`src/rtl/pms_pkg.sv`:
```
package pms_pkg;
  typedef enum logic [2:0] {
    M_PWRUP = 3'd0,
    M_READY = 3'd1,
    M_FULL  = 3'd2,
    M_SLEEP = 3'd3,
    M_DUTY  = 3'd4,
    M_PTF   = 3'd5,
    M_FIX   = 3'd6
  } pm_mode_e;

  localparam logic [1:0] LP_SLEEP = 2'd0;
  localparam logic [1:0] LP_DUTY  = 2'd1;
  localparam logic [1:0] LP_FIX   = 2'd2;
endpackage

```
`src/rtl/pms_sync.sv`:
```
module pms_sync #(
  parameter int STAGES = 2
) (
  input  logic clk_i,
  input  logic rst_ni,
  input  logic d_i,
  output logic q_o
);
  logic [STAGES-1:0] chain_q;

  always_ff @(posedge clk_i or negedge rst_ni) begin
    if (!rst_ni) chain_q <= '0;
    else         chain_q <= {chain_q[STAGES-2:0], d_i};
  end

  assign q_o = chain_q[STAGES-1];
endmodule

```
`src/rtl/pms_pulse_qual.sv`:
```
module pms_pulse_qual #(
  parameter int MIN_CYC = 9000,
  parameter int MAX_CYC = 100000000,
  parameter int GAP_CYC = 100000000
) (
  input  logic clk_i,
  input  logic rst_ni,
  input  logic lvl_i,
  output logic evt_o
);
  localparam int WW = $clog2(MAX_CYC + 1);
  localparam int GW = $clog2(GAP_CYC + 1);
  localparam logic [WW-1:0] MIN_W = WW'(MIN_CYC);
  localparam logic [WW-1:0] MAX_W = WW'(MAX_CYC);
  localparam logic [GW-1:0] GAP_W = GW'(GAP_CYC);

  logic          lvl_q;
  logic          armed_q;
  logic [WW-1:0] wcnt_q;
  logic [GW-1:0] gap_q;
  logic          rise, fall;

  assign rise  = lvl_i & ~lvl_q;
  assign fall  = ~lvl_i & lvl_q;
  assign evt_o = fall & armed_q & (wcnt_q > MIN_W) & (wcnt_q < MAX_W);

  always_ff @(posedge clk_i or negedge rst_ni) begin
    if (!rst_ni) begin
      lvl_q   <= 1'b0;
      armed_q <= 1'b0;
      wcnt_q  <= '0;
      gap_q   <= '0;
    end else begin
      lvl_q <= lvl_i;
      if (lvl_i) begin
        if (rise)                 wcnt_q <= WW'(1);
        else if (wcnt_q != MAX_W) wcnt_q <= wcnt_q + WW'(1);
      end
      // a pulse is armed only if its rise lands outside the hold-off window
      if (rise) armed_q <= (gap_q == '0);
      if (evt_o)             gap_q <= GAP_W;
      else if (gap_q != '0)  gap_q <= gap_q - GW'(1);
    end
  end

  AST_EVT_SPACED: assert property (@(posedge clk_i) disable iff (!rst_ni)
    evt_o |-> (gap_q == '0));

  AST_WIDTH_BOUND: assert property (@(posedge clk_i) disable iff (!rst_ni)
    wcnt_q <= MAX_W);
endmodule

```
`src/rtl/pms_fsm.sv`:
```
module pms_fsm
  import pms_pkg::*;
(
  input  logic       clk_i,
  input  logic       rst_ni,
  input  logic       evt_i,
  input  logic       rtc_ok_i,
  input  logic       fix_done_i,
  input  logic [1:0] lp_sel_i,
  output pm_mode_e   mode_o,
  output logic       cold_start_o
);
  pm_mode_e mode_q, mode_d;
  logic     cold_q;

  always_comb begin
    mode_d = mode_q;
    unique case (mode_q)
      M_PWRUP: if (rtc_ok_i) mode_d = M_READY;
      M_READY: if (evt_i)    mode_d = M_FULL;
      M_FULL: if (evt_i) begin
        case (lp_sel_i)
          LP_DUTY: mode_d = M_DUTY;
          LP_FIX:  mode_d = M_PTF;
          default: mode_d = M_SLEEP;
        endcase
      end
      M_SLEEP: if (evt_i)      mode_d = M_FULL;
      M_DUTY:  if (evt_i)      mode_d = M_FULL;
      M_PTF:   if (evt_i)      mode_d = M_FIX;
      M_FIX:   if (fix_done_i) mode_d = M_SLEEP;
      default: mode_d = M_PWRUP;
    endcase
  end

  always_ff @(posedge clk_i or negedge rst_ni) begin
    if (!rst_ni) begin
      mode_q <= M_PWRUP;
      cold_q <= 1'b0;
    end else begin
      mode_q <= mode_d;
      cold_q <= (mode_q == M_READY) & evt_i;
    end
  end

  assign mode_o       = mode_q;
  assign cold_start_o = cold_q;

  AST_PWRUP_WAIT: assert property (@(posedge clk_i) disable iff (!rst_ni)
    (mode_q == M_PWRUP && !rtc_ok_i) |=> (mode_q == M_PWRUP));

  AST_COLD_FIRST: assert property (@(posedge clk_i) disable iff (!rst_ni)
    cold_start_o |-> (mode_q == M_FULL && $past(mode_q) == M_READY));

  AST_MODE_CAUSED: assert property (@(posedge clk_i) disable iff (!rst_ni)
    (mode_q != $past(mode_q)) |-> $past(evt_i || rtc_ok_i || fix_done_i));

  AST_FIX_EXIT: assert property (@(posedge clk_i) disable iff (!rst_ni)
    (mode_q == M_FIX && fix_done_i) |=> (mode_q == M_SLEEP));
endmodule

```
`src/rtl/pwr_mode_seq.sv`:
```
module pwr_mode_seq
  import pms_pkg::*;
#(
  parameter int MIN_CYC     = 9000,
  parameter int MAX_CYC     = 100000000,
  parameter int GAP_CYC     = 100000000,
  parameter int SYNC_STAGES = 2
) (
  input  logic       clk_i,
  input  logic       rst_ni,
  input  logic       ctrl_i,
  input  logic       rtc_ok_i,
  input  logic       fix_done_i,
  input  logic [1:0] lp_sel_i,
  output logic       running_o,
  output logic       mclk_en_o,
  output logic       hostio_oe_o,
  output logic       cold_start_o,
  output logic [2:0] mode_o
);
  logic     ctrl_s;
  logic     evt;
  pm_mode_e mode;
  logic     core_on;

  pms_sync #(.STAGES(SYNC_STAGES)) u_sync (
    .clk_i (clk_i),
    .rst_ni(rst_ni),
    .d_i   (ctrl_i),
    .q_o   (ctrl_s)
  );

  pms_pulse_qual #(
    .MIN_CYC(MIN_CYC),
    .MAX_CYC(MAX_CYC),
    .GAP_CYC(GAP_CYC)
  ) u_qual (
    .clk_i (clk_i),
    .rst_ni(rst_ni),
    .lvl_i (ctrl_s),
    .evt_o (evt)
  );

  pms_fsm u_fsm (
    .clk_i       (clk_i),
    .rst_ni      (rst_ni),
    .evt_i       (evt),
    .rtc_ok_i    (rtc_ok_i),
    .fix_done_i  (fix_done_i),
    .lp_sel_i    (lp_sel_i),
    .mode_o      (mode),
    .cold_start_o(cold_start_o)
  );

  assign core_on     = (mode == M_FULL) || (mode == M_FIX);
  assign running_o   = (mode == M_FULL);
  assign mclk_en_o   = core_on;
  assign hostio_oe_o = core_on;
  assign mode_o      = mode;

  AST_SLEEP_QUIET: assert property (@(posedge clk_i) disable iff (!rst_ni)
    (mode_o == 3'd3) |-> (!mclk_en_o && !hostio_oe_o && !running_o));
endmodule

```
`config.mk`:
```
export PLATFORM = sky130hd
export DESIGN_NAME = pwr_mode_seq
export DESIGN_NICKNAME = d
export VERILOG_FILES = /design/src/rtl/pms_pkg.sv /design/src/rtl/pms_sync.sv /design/src/rtl/pms_pulse_qual.sv /design/src/rtl/pms_fsm.sv /design/src/rtl/pwr_mode_seq.sv
export SDC_FILE = /design/constraint.sdc
export NUM_CORES = 1
export LEC_CHECK = 0
export ABC_AREA = 1
export BUFFER_PORTS_ARGS = -buffer_cell sky130_fd_sc_hd__buf_2
export CAP_MARGIN = 20
export CORE_MARGIN = 5
export CORE_UTILIZATION = 30
export DETAILED_ROUTE_END_ITERATION = 6
export PLACE_DENSITY_LB_ADDON = 0.1
export SKIP_CTS_REPAIR_TIMING = 1
export SYNTH_ARGS = -nofsm -noshare
export SYNTH_HDL_FRONTEND = slang
export SYNTH_SLANG_ARGS = --single-unit
export TNS_END_PERCENT = 50
```
`constraint.sdc`:
```
create_clock -name clk_i -period 2.17 [get_ports clk_i]
set_input_delay 0.434 -clock clk_i [delete_from_list [all_inputs] [get_ports clk_i]]
set_output_delay 0.434 -clock clk_i [all_outputs]
set_load 0.03 [all_outputs]
```
# Word-level counts from Yosys, hierarchy flattened
# Cells that the tools add are included.
# classes
add_sub_neg	2
order_cmp	2
eq_ne	14
n_mux	11
bitwise_logic	8
n_reduce_logical	9
# op_table
operator	n
$mux W27	4
$add A27 B1 Y27 const B	1
$gt A27 B14 Y1 const B	1
$logic_not A27 Y1	1
$lt A27 B27 Y1 const B	1
$ne A27 B27 Y1 const B	1
$reduce_bool A27 Y1	1
$sub A27 B1 Y27 const B	1
$mux W3	5
$pmux W3 S5	1
$eq A3 B3 Y1 const B	3
$and A1 B1 Y1	6
$eq A3 B2 Y1 const B	2
$ne A2 B1 Y1 const B	3
$pmux W3 S2	1
$reduce_and A5 Y1	1
$ne A2 B2 Y1 const B	2
$reduce_bool A2 Y1	2
$eq A3 B1 Y1 const B	1
$logic_not A3 Y1	1
$reduce_or A3 Y1	1
$eq A2 B1 Y1 const B	1
$eq A2 B2 Y1 const B	1
$not A1 Y1	2
other kinds (2)	2
# word_totals
register_bits	62
input_bits	7
output_inout_bits	7
elab_cells	53

# Logic depth before layout (Yosys ltp)
# Gate-level depths: netlist (run 1).
# logic_depth
depth_word	7
mapped_depth	13
ltp_nobuf	13

# Cells and area by module
# Synthesis (run 1) repeated with hierarchy kept, for this count alone.
# hier_totals
hier_cells	681
area_unflattened_um2	4327.9
# modules_own_cells
mod	n_inst	cells_each	area_per_inst_um2	seq_area_each_um2
pms_pulse_qual	1	629	3938.8	1401.3
pms_fsm	1	45	311.5	100.1
pms_sync	1	2	50.0	50.0
pwr_mode_seq	1	5	27.5	0.0

# Least setup slack after synthesis (run 1)
# Ideal clock, no wire load.
# synth_path
path_kind	register to output
from	register u_fsm.mode_q[1], in the netlist u_fsm.mode_o[1]
to	output mclk_en_o
arrival_ps	1484
required_ps	1736
setup_slack_ps	252
stages_incl_launch_ff	4
n_path_buf	1
path_cell_list	dfrtp_1 inv_1 nor2_1 buf_4
# synth_between
elab_chain_len	2
# synth_rtl
item	line	rtl
start, declared	pms_fsm.sv:13	pm_mode_e mode_q, mode_d;
start signal, assigned	pms_fsm.sv:41	mode_q <= mode_d;
$eq A3 B2 Y1 / $eq A3 B3 Y1 (equally long branches)	pwr_mode_seq.sv:55	assign core_on = (mode == M_FULL) || (mode == M_FIX);
$logic_or A1 B1 Y1 *	pwr_mode_seq.sv:55	
end, declared	pwr_mode_seq.sv:16	output logic mclk_en_o,
# Every way passes the cells marked *; elsewhere a longest branch is shown, timed or not.

# Worst setup path after layout (run 1)
# layout_path
from	register u_qual.gap_q[0]
to	register u_qual.gap_q[6]
# layout_between
elab_chain_len	3
# layout_rtl
item	line	rtl
start, declared	pms_pulse_qual.sv:20	logic [GW-1:0] gap_q;
start signal, assigned	pms_pulse_qual.sv:42	else if (gap_q != '0) gap_q <= gap_q - GW'(1);
$sub A27 B1 Y27	pms_pulse_qual.sv:42	
$mux W27	pms_pulse_qual.sv:42	
$mux W27	pms_pulse_qual.sv:41	if (evt_o) gap_q <= GAP_W;
# Several ways; a longest one is shown, not always the timed one. The select of a mux whose other input is x is not followed.
# A chain may end at the register's enable or synchronous reset.

==> flow_summary.ini, run 1 <==
[global_routing]
overflow = 0
grt_max_degree = 63
grt_first_pass_wirelength_um = 19200
grt_pass1_vias = 3677
antenna_found_initial = 0
track_usage = 0.149

[sta]
relSlewSlack = 0.583
post-route-min-period_ns = 1.94
worst_pin_slew_ns = 0.625
drv_slew = 0
fin_tns_setup_ns = 0
fmax_ghz = 0.515
worst_clock_skew_ns = 0.00691
finalHoldViolations = 0
setup_viol = 0
rsz0062_at_grt = no
min_period_over_period = 0.895

[yosys]
synthesis.nets = 616
synth_cells = 605
seq_area_frac_synth = 0.376
yosysUniqueCellTypes = 31
synth_edf_count = 0
synth-async-reset-ratio = 1.00
synth_area_um2 = 4130
yosysWarnings = 0
synth_flop_cell = dfrtp_1
synth_seq_cells = 62
synth_area_per_cell_um2 = 6.82

[die]
initial_core_util = 0.309
io_pins = 14
die_y_um = 127
die_w_um = 127
core_um2 = 13300
fp.dieArea_um2 = 16200
row_count = 42

[cts]
cts.path.max_buffers = 2
ctsHtreeMaxLevel = 3
cts_tree = yes
clock_latency_ns = 0.33
numClockSinks = 62
cts.clk_slew.worst_paths_ns = 0.06
clockRootBuffer = clkbuf_16
numCtsBuffers = 9

[critical_path]
startpoint_type = flop
worst-endpoint-required_ns = 2.43
reg2reg_to = u_qual.gap_q[6]
r2r-start = u_qual.gap_q[0]
cp_max_fo = 8
rr_worst_depth = 11
arrival_ns = 2.20
setup.worst_path.class = flop to flop
end_kind = flop
worst-r2r-setup-slack_ns = 0.23

[route]
first_pass_iters = 6
drtAntennaViolNets = 0
wl_met1_um = 6070
dr.first_iter.drc_count = 210
routed-wl-met3_um = 371
dr_wl_met2_um = 4490
num_vias = 3795
wl_per_cell_um = 13.8
drcViolationCount = 0
vias_per_cell = 4.71
highest_layer = met4
finalWirelength_um = 11100

[worst_hold_path]
min_path_type = input port to asynchronous set/reset pin

[placement]
dp_hpwl_um = 8270
placed_cell_area_um2 = 4420
place_congestion = 0.876
port_buffers = 13

[cells_and_area]
postLayoutCellArea_um2 = 4700
diodes = 0
area_delta_synth_final_pct = 13.9
drive_gt1_frac = 0.116
final_util = 0.352
layout.nets = 637

[power_and_ir_drop]
p_leak_uw = 0.00246
p_per_area_nw_per_um2 = 673
peakVddDrop_mv = 0.604

[job]
cap_viol_max_count = 0

[run_status]
outcome = finished, final reports clean
==> final cells by class <==
type	count	area, µm²
inverter	71	267
sequential	62	1550
timing repair buffer	26	200
multi-input combinational	456	2190
clock buffer	11	243
fill	1462	8650
clock inverter	4	23.8
tap	176	220
==> worst max path at each step <==
stage | from | endpoint | slack (ns) | depth (start not counted)
after detailed placement | u_qual.gap_q[0] | u_qual.gap_q[11] | 0.17 | 9
after global routing | u_qual.gap_q[0] | u_qual.gap_q[22] | 0.002 | 10
after global placement | u_qual.gap_q[0] | u_qual.gap_q[11] | 0.19 | 9
after CTS | u_qual.gap_q[0] | u_qual.gap_q[10] | 0.15 | 9
after floorplan | u_fsm.mode_o[1] | mclk_en_o | 0.25 | 3
final | u_qual.gap_q[0] | u_qual.gap_q[6] | 0.23 | 11
==> cell families (layout without fill, tap and decap cells) <==
family                   after synthesis  in the layout  synth area share
flip-flops                            62             62             0.376
XOR/XNOR                              19             19            0.0403
AND/OR/NAND/NOR                      378            378             0.397
AO/OA/AOI/OAI                         55             55            0.0801
adder cells (fa/ha/maj)                4              4            0.0121
buffers and inverters                 87            112            0.0943
==> power breakdown <==
group          total (µW)  internal, µW  leakage (µW)  switching (µW)
Combinational         527           156       0.00148             371
Sequential           1300          1210      0.000846            89.9
Clock                1340           794      0.000135             543
Total                3160          2160       0.00246            1000
==> registers in the layout (all words and copies together), names as in the netlist <==
register,count
u_qual.wcnt_q,27
u_fsm.cold_start_o,1
u_fsm.mode_o,3
u_qual.armed_q,1
u_qual.lvl_q,1
u_qual.gap_q,27
u_sync.chain_q,2
==> placed cells by master, fill, tap and decap left out, types with 6 or more instances in the layout <==
master / count
buf_4: 10
inv_2: 6
o21ai_0: 13
nor2_2: 7
nand2_1: 167
nand3b_1: 11
nand4_1: 11
a21oi_1: 12
o21ai_2: 10
nand3_1: 53
o21ai_1: 13
inv_1: 65
dfrtp_1: 62
xor2_1: 14
buf_2: 13
nor2_1: 104
clkbuf_16: 9
nor3_1: 11
==> critical path: stages, from the launching register on <==
cell and delay [ns]:
dfrtp_1 0.42, inv_1 0.10, ha_1 0.24, nand2_2 0.15
nor2_4 0.14, nand2_2 0.09, nor2_2 0.10, nand3_2 0.18
buf_4 0.22, nand2_1 0.07, o21ai_1 0.06, a21oi_1 0.11
==> cell usage after synthesis, types with 3 or more instances <==
| cell | count | area [µm²] |
|---|---|---|
| nand3b_1 | 11 | 82.6 |
| o211ai_1 | 3 | 22.5 |
| nand2_2 | 5 | 31.3 |
| dfrtp_1 | 62 | 1550 |
| o21ai_2 | 10 | 87.6 |
| nand2_1 | 167 | 627 |
| buf_2 | 5 | 25.0 |
| nor3_1 | 11 | 55.1 |
| xnor2_1 | 5 | 43.8 |
| ha_1 | 4 | 50.1 |
| buf_6 | 6 | 67.6 |
| nor2_1 | 105 | 394 |
| nand3_1 | 53 | 265 |
| nand4_1 | 11 | 68.8 |
| xor2_1 | 14 | 123 |
| inv_2 | 6 | 22.5 |
| buf_4 | 3 | 22.5 |
| o21ai_1 | 13 | 65.1 |
| nor4_1 | 4 | 25.0 |
| inv_1 | 65 | 244 |
| a21oi_1 | 12 | 60.1 |
| o21ai_0 | 13 | 65.1 |
| nor2_2 | 6 | 37.5 |
==> routing by layer <==
layer | up-vias | GRT usage
li1 | 1969 | -
met3 | 17 | 0.0205
met2 | 65 | 0.210
met5 | - | 0
met1 | 1744 | 0.228
met4 | 0 | 0.0580
==> through the flow <==
stage | hold slack, ns | power [µW] | cells | worst slack (ns)
floorplan | 0.138 | 1690 | 605 | 0.252
global placement | 0.341 | 1850 | 791 | 0.186
detailed placement | 0.345 | 1850 | 791 | 0.170
CTS | 0.125 | 3210 | 806 | 0.153
global route | 0.152 | 3340 | 806 | 0.00167
finish | 0.112 | 3160 | 806 | 0.228
(Power assumes the default switching activity.)
==> inputs of run 2 (changes only) <==
--- a/config.mk
+++ b/config.mk
@@ -12,6 +12,7 @@
 export CORE_UTILIZATION = 30
 export DETAILED_ROUTE_END_ITERATION = 6
 export PLACE_DENSITY_LB_ADDON = 0.1
+export REMOVE_ABC_BUFFERS = 1
 export SKIP_CTS_REPAIR_TIMING = 1
 export SYNTH_ARGS = -nofsm -noshare
 export SYNTH_HDL_FRONTEND = slang
==> run 2 against run 1 <==
  * Sequential share of layout area fell by 0.26 points
  * Worst setup slack got worse by 0.023 ns
  * Maximum frequency fell by 1.2%
  * Critical path type unchanged
==> flow_summary.ini, run 2 (synthesized netlist as in run 1, its figures left out) <==
[run_status]
outcome = finished, final reports clean

[route]
num_vias = 3753
drtAntennaViolNets = 0
first_pass_iters = 4
wl_per_cell_um = 13.5
drcViolationCount = 0
dr.first_iter.drc_count = 225
finalWirelength_um = 10900
vias_per_cell = 4.65

[sta]
post-route-min-period_ns = 1.97
relSlewSlack = 0.627
setup_viol = 0
worst_clock_skew_ns = 0.00798
fin_tns_setup_ns = 0
min_period_over_period = 0.906
finalHoldViolations = 0
fin_hold_ws_ns = 0.108
fmax_ghz = 0.509
worst_pin_slew_ns = 0.559
drv_slew = 0
rsz0062_at_grt = no

[critical_path]
arrival_ns = 2.20
setup.worst_path.class = flop to flop
cpPeakStageDelay_ns = 0.42
crit_chain = inv_1 -> ha_1 -> nand2_2 -> nor2_4 -> nand2_2 -> nor3_2 -> nand2_1 -> nand3b_1 -> inv_1
crit_slowest_cell = dfrtp_1
end_kind = flop
path_buf_inv = 2
cp_max_fo = 7
startpoint_type = flop
worst-endpoint-required_ns = 2.40
rr_worst_depth = 9
cp_top_family = simple AND/OR/NAND/NOR gates
worst-path-stages = 9

[power_and_ir_drop]
p_int_uw = 2420
peakVddDrop_mv = 0.657
switching_share = 0.293
p_per_area_nw_per_um2 = 723
p_seq_frac = 0.380
p_comb_frac = 0.153
p_leak_uw = 0.00247
p_clk_frac = 0.467
switching_power_uw = 1000

[cells_and_area]
stdcell_count = 807
drive_gt1_frac = 0.117
fill_cells = 1467
diodes = 0
layout.nets = 638
layout_common_cells = nand2_1, nor2_1, inv_1, dfrtp_1, nand3_1
postLayoutCellArea_um2 = 4740
final_common_cell = nand2_1
area_delta_synth_final_pct = 14.8

[die]
die_y_um = 127
io_pins = 14
row_count = 42
initial_core_util = 0.309
fp.dieArea_um2 = 16200
core_um2 = 13300
die_w_um = 127

[placement]
dp_hpwl_um = 8020
port_buffers = 13
post-place-cells = 792
placed_cell_area_um2 = 4410
place_congestion = 0.839

[cts]
clockRootBuffer = clkbuf_16
ctsHtreeMaxLevel = 3
cts.clk_slew.worst_paths_ns = 0.06
numCtsBuffers = 9
clock_latency_ns = 0.34
numClockSinks = 62
cts.path.max_buffers = 2
cts_tree = yes

[global_routing]
track_usage = 0.143
grt_max_degree = 63
grt_first_pass_wirelength_um = 18500
overflow = 0
antenna_found_initial = 0
grt_pass1_vias = 3703

[job]
cap_viol_max_count = 0

[worst_hold_path]
min_path_type = input port to asynchronous set/reset pin
run 2: changes by cell type in the layout (fill, tap and decap cells not counted):
cell	previous run	this run
clkbuf_8	1	2
nor3_2	1	2
clkinv_4	1	0
nor3_4	1	0
nand3_2	2	1
buf_4	10	13
clkbuf_1	1	0
buf_12	3	1
nand3_4	0	1
bufinv_16	0	2
nor2_2	7	6
clkinv_2	3	2
nor2_1	104	105
run 2: worst register-to-register path, stage by stage, from the launching register on:
cell and delay [ns]:
dfrtp_1 0.42, inv_1 0.09, ha_1 0.24, nand2_2 0.16, nor2_4 0.15, nand2_2 0.08, nor3_2 0.27, nand2_1 0.26
nand3b_1 0.15, inv_1 0.04
run 2: power groups by stage:
stage / registers [µW] / clock network, µW / logic (µW)
2_1_floorplan: 1350 / 0 / 318
3_3_place_gp: 1320 / 0 / 532
3_5_place_dp: 1320 / 0 / 530
4_1_cts: 1300 / 1650 / 533
5_1_grt: 1310 / 1690 / 592
6_report: 1300 / 1600 / 524
run 2: area by class of cell:
type / instances / area [µm²] / share of cell area
sequential: 62 / 1550 / 0.328
clock buffer: 11 / 253 / 0.0534
clock inverter: 4 / 70.1 / 0.0148
tap: 176 / 220 / 0.0465
multi-input combinational: 456 / 2190 / 0.463
inverter: 71 / 267 / 0.0563
timing repair buffer: 27 / 183 / 0.0386
run 2: worst paths after layout:
kind	slack [ns]	start	end
worst max-delay path	0.20	u_qual.gap_q[0]	u_qual.gap_q[12]
worst min-delay path	0.11	rst_ni	u_qual.wcnt_q[22]
worst max register to register	0.20	u_qual.gap_q[0]	u_qual.gap_q[12]
worst min register to register	0.35	u_sync.chain_q[0]	u_sync.chain_q[1]
max in group asynchronous	1.76	rst_ni	u_qual.wcnt_q[26]
min in group clk_i	0.20	ctrl_i	u_sync.chain_q[0]
run 2: per-stage QoR:
stage | total power (µW) | setup WS [ns] | utilization
floorplan | 1660 | -0.0475 | -
global placement | 1860 | 0.0819 | 0.330
detailed placement | 1850 | 0.0867 | 0.330
CTS | 3480 | 0.0449 | 0.354
global route | 3600 | 0.0291 | 0.355
finish | 3420 | 0.205 | 0.355
run 2: metal layers:
layer / vias to the layer above / share of wire / global-route usage
met5: - / 0 / 0
met4: 0 / 0.019 / 0.0574
met3: 14 / 0.032 / 0.0246
met2: 56 / 0.47 / 0.238
met1: 1715 / 0.48 / 0.185
li1: 1968 / - / -
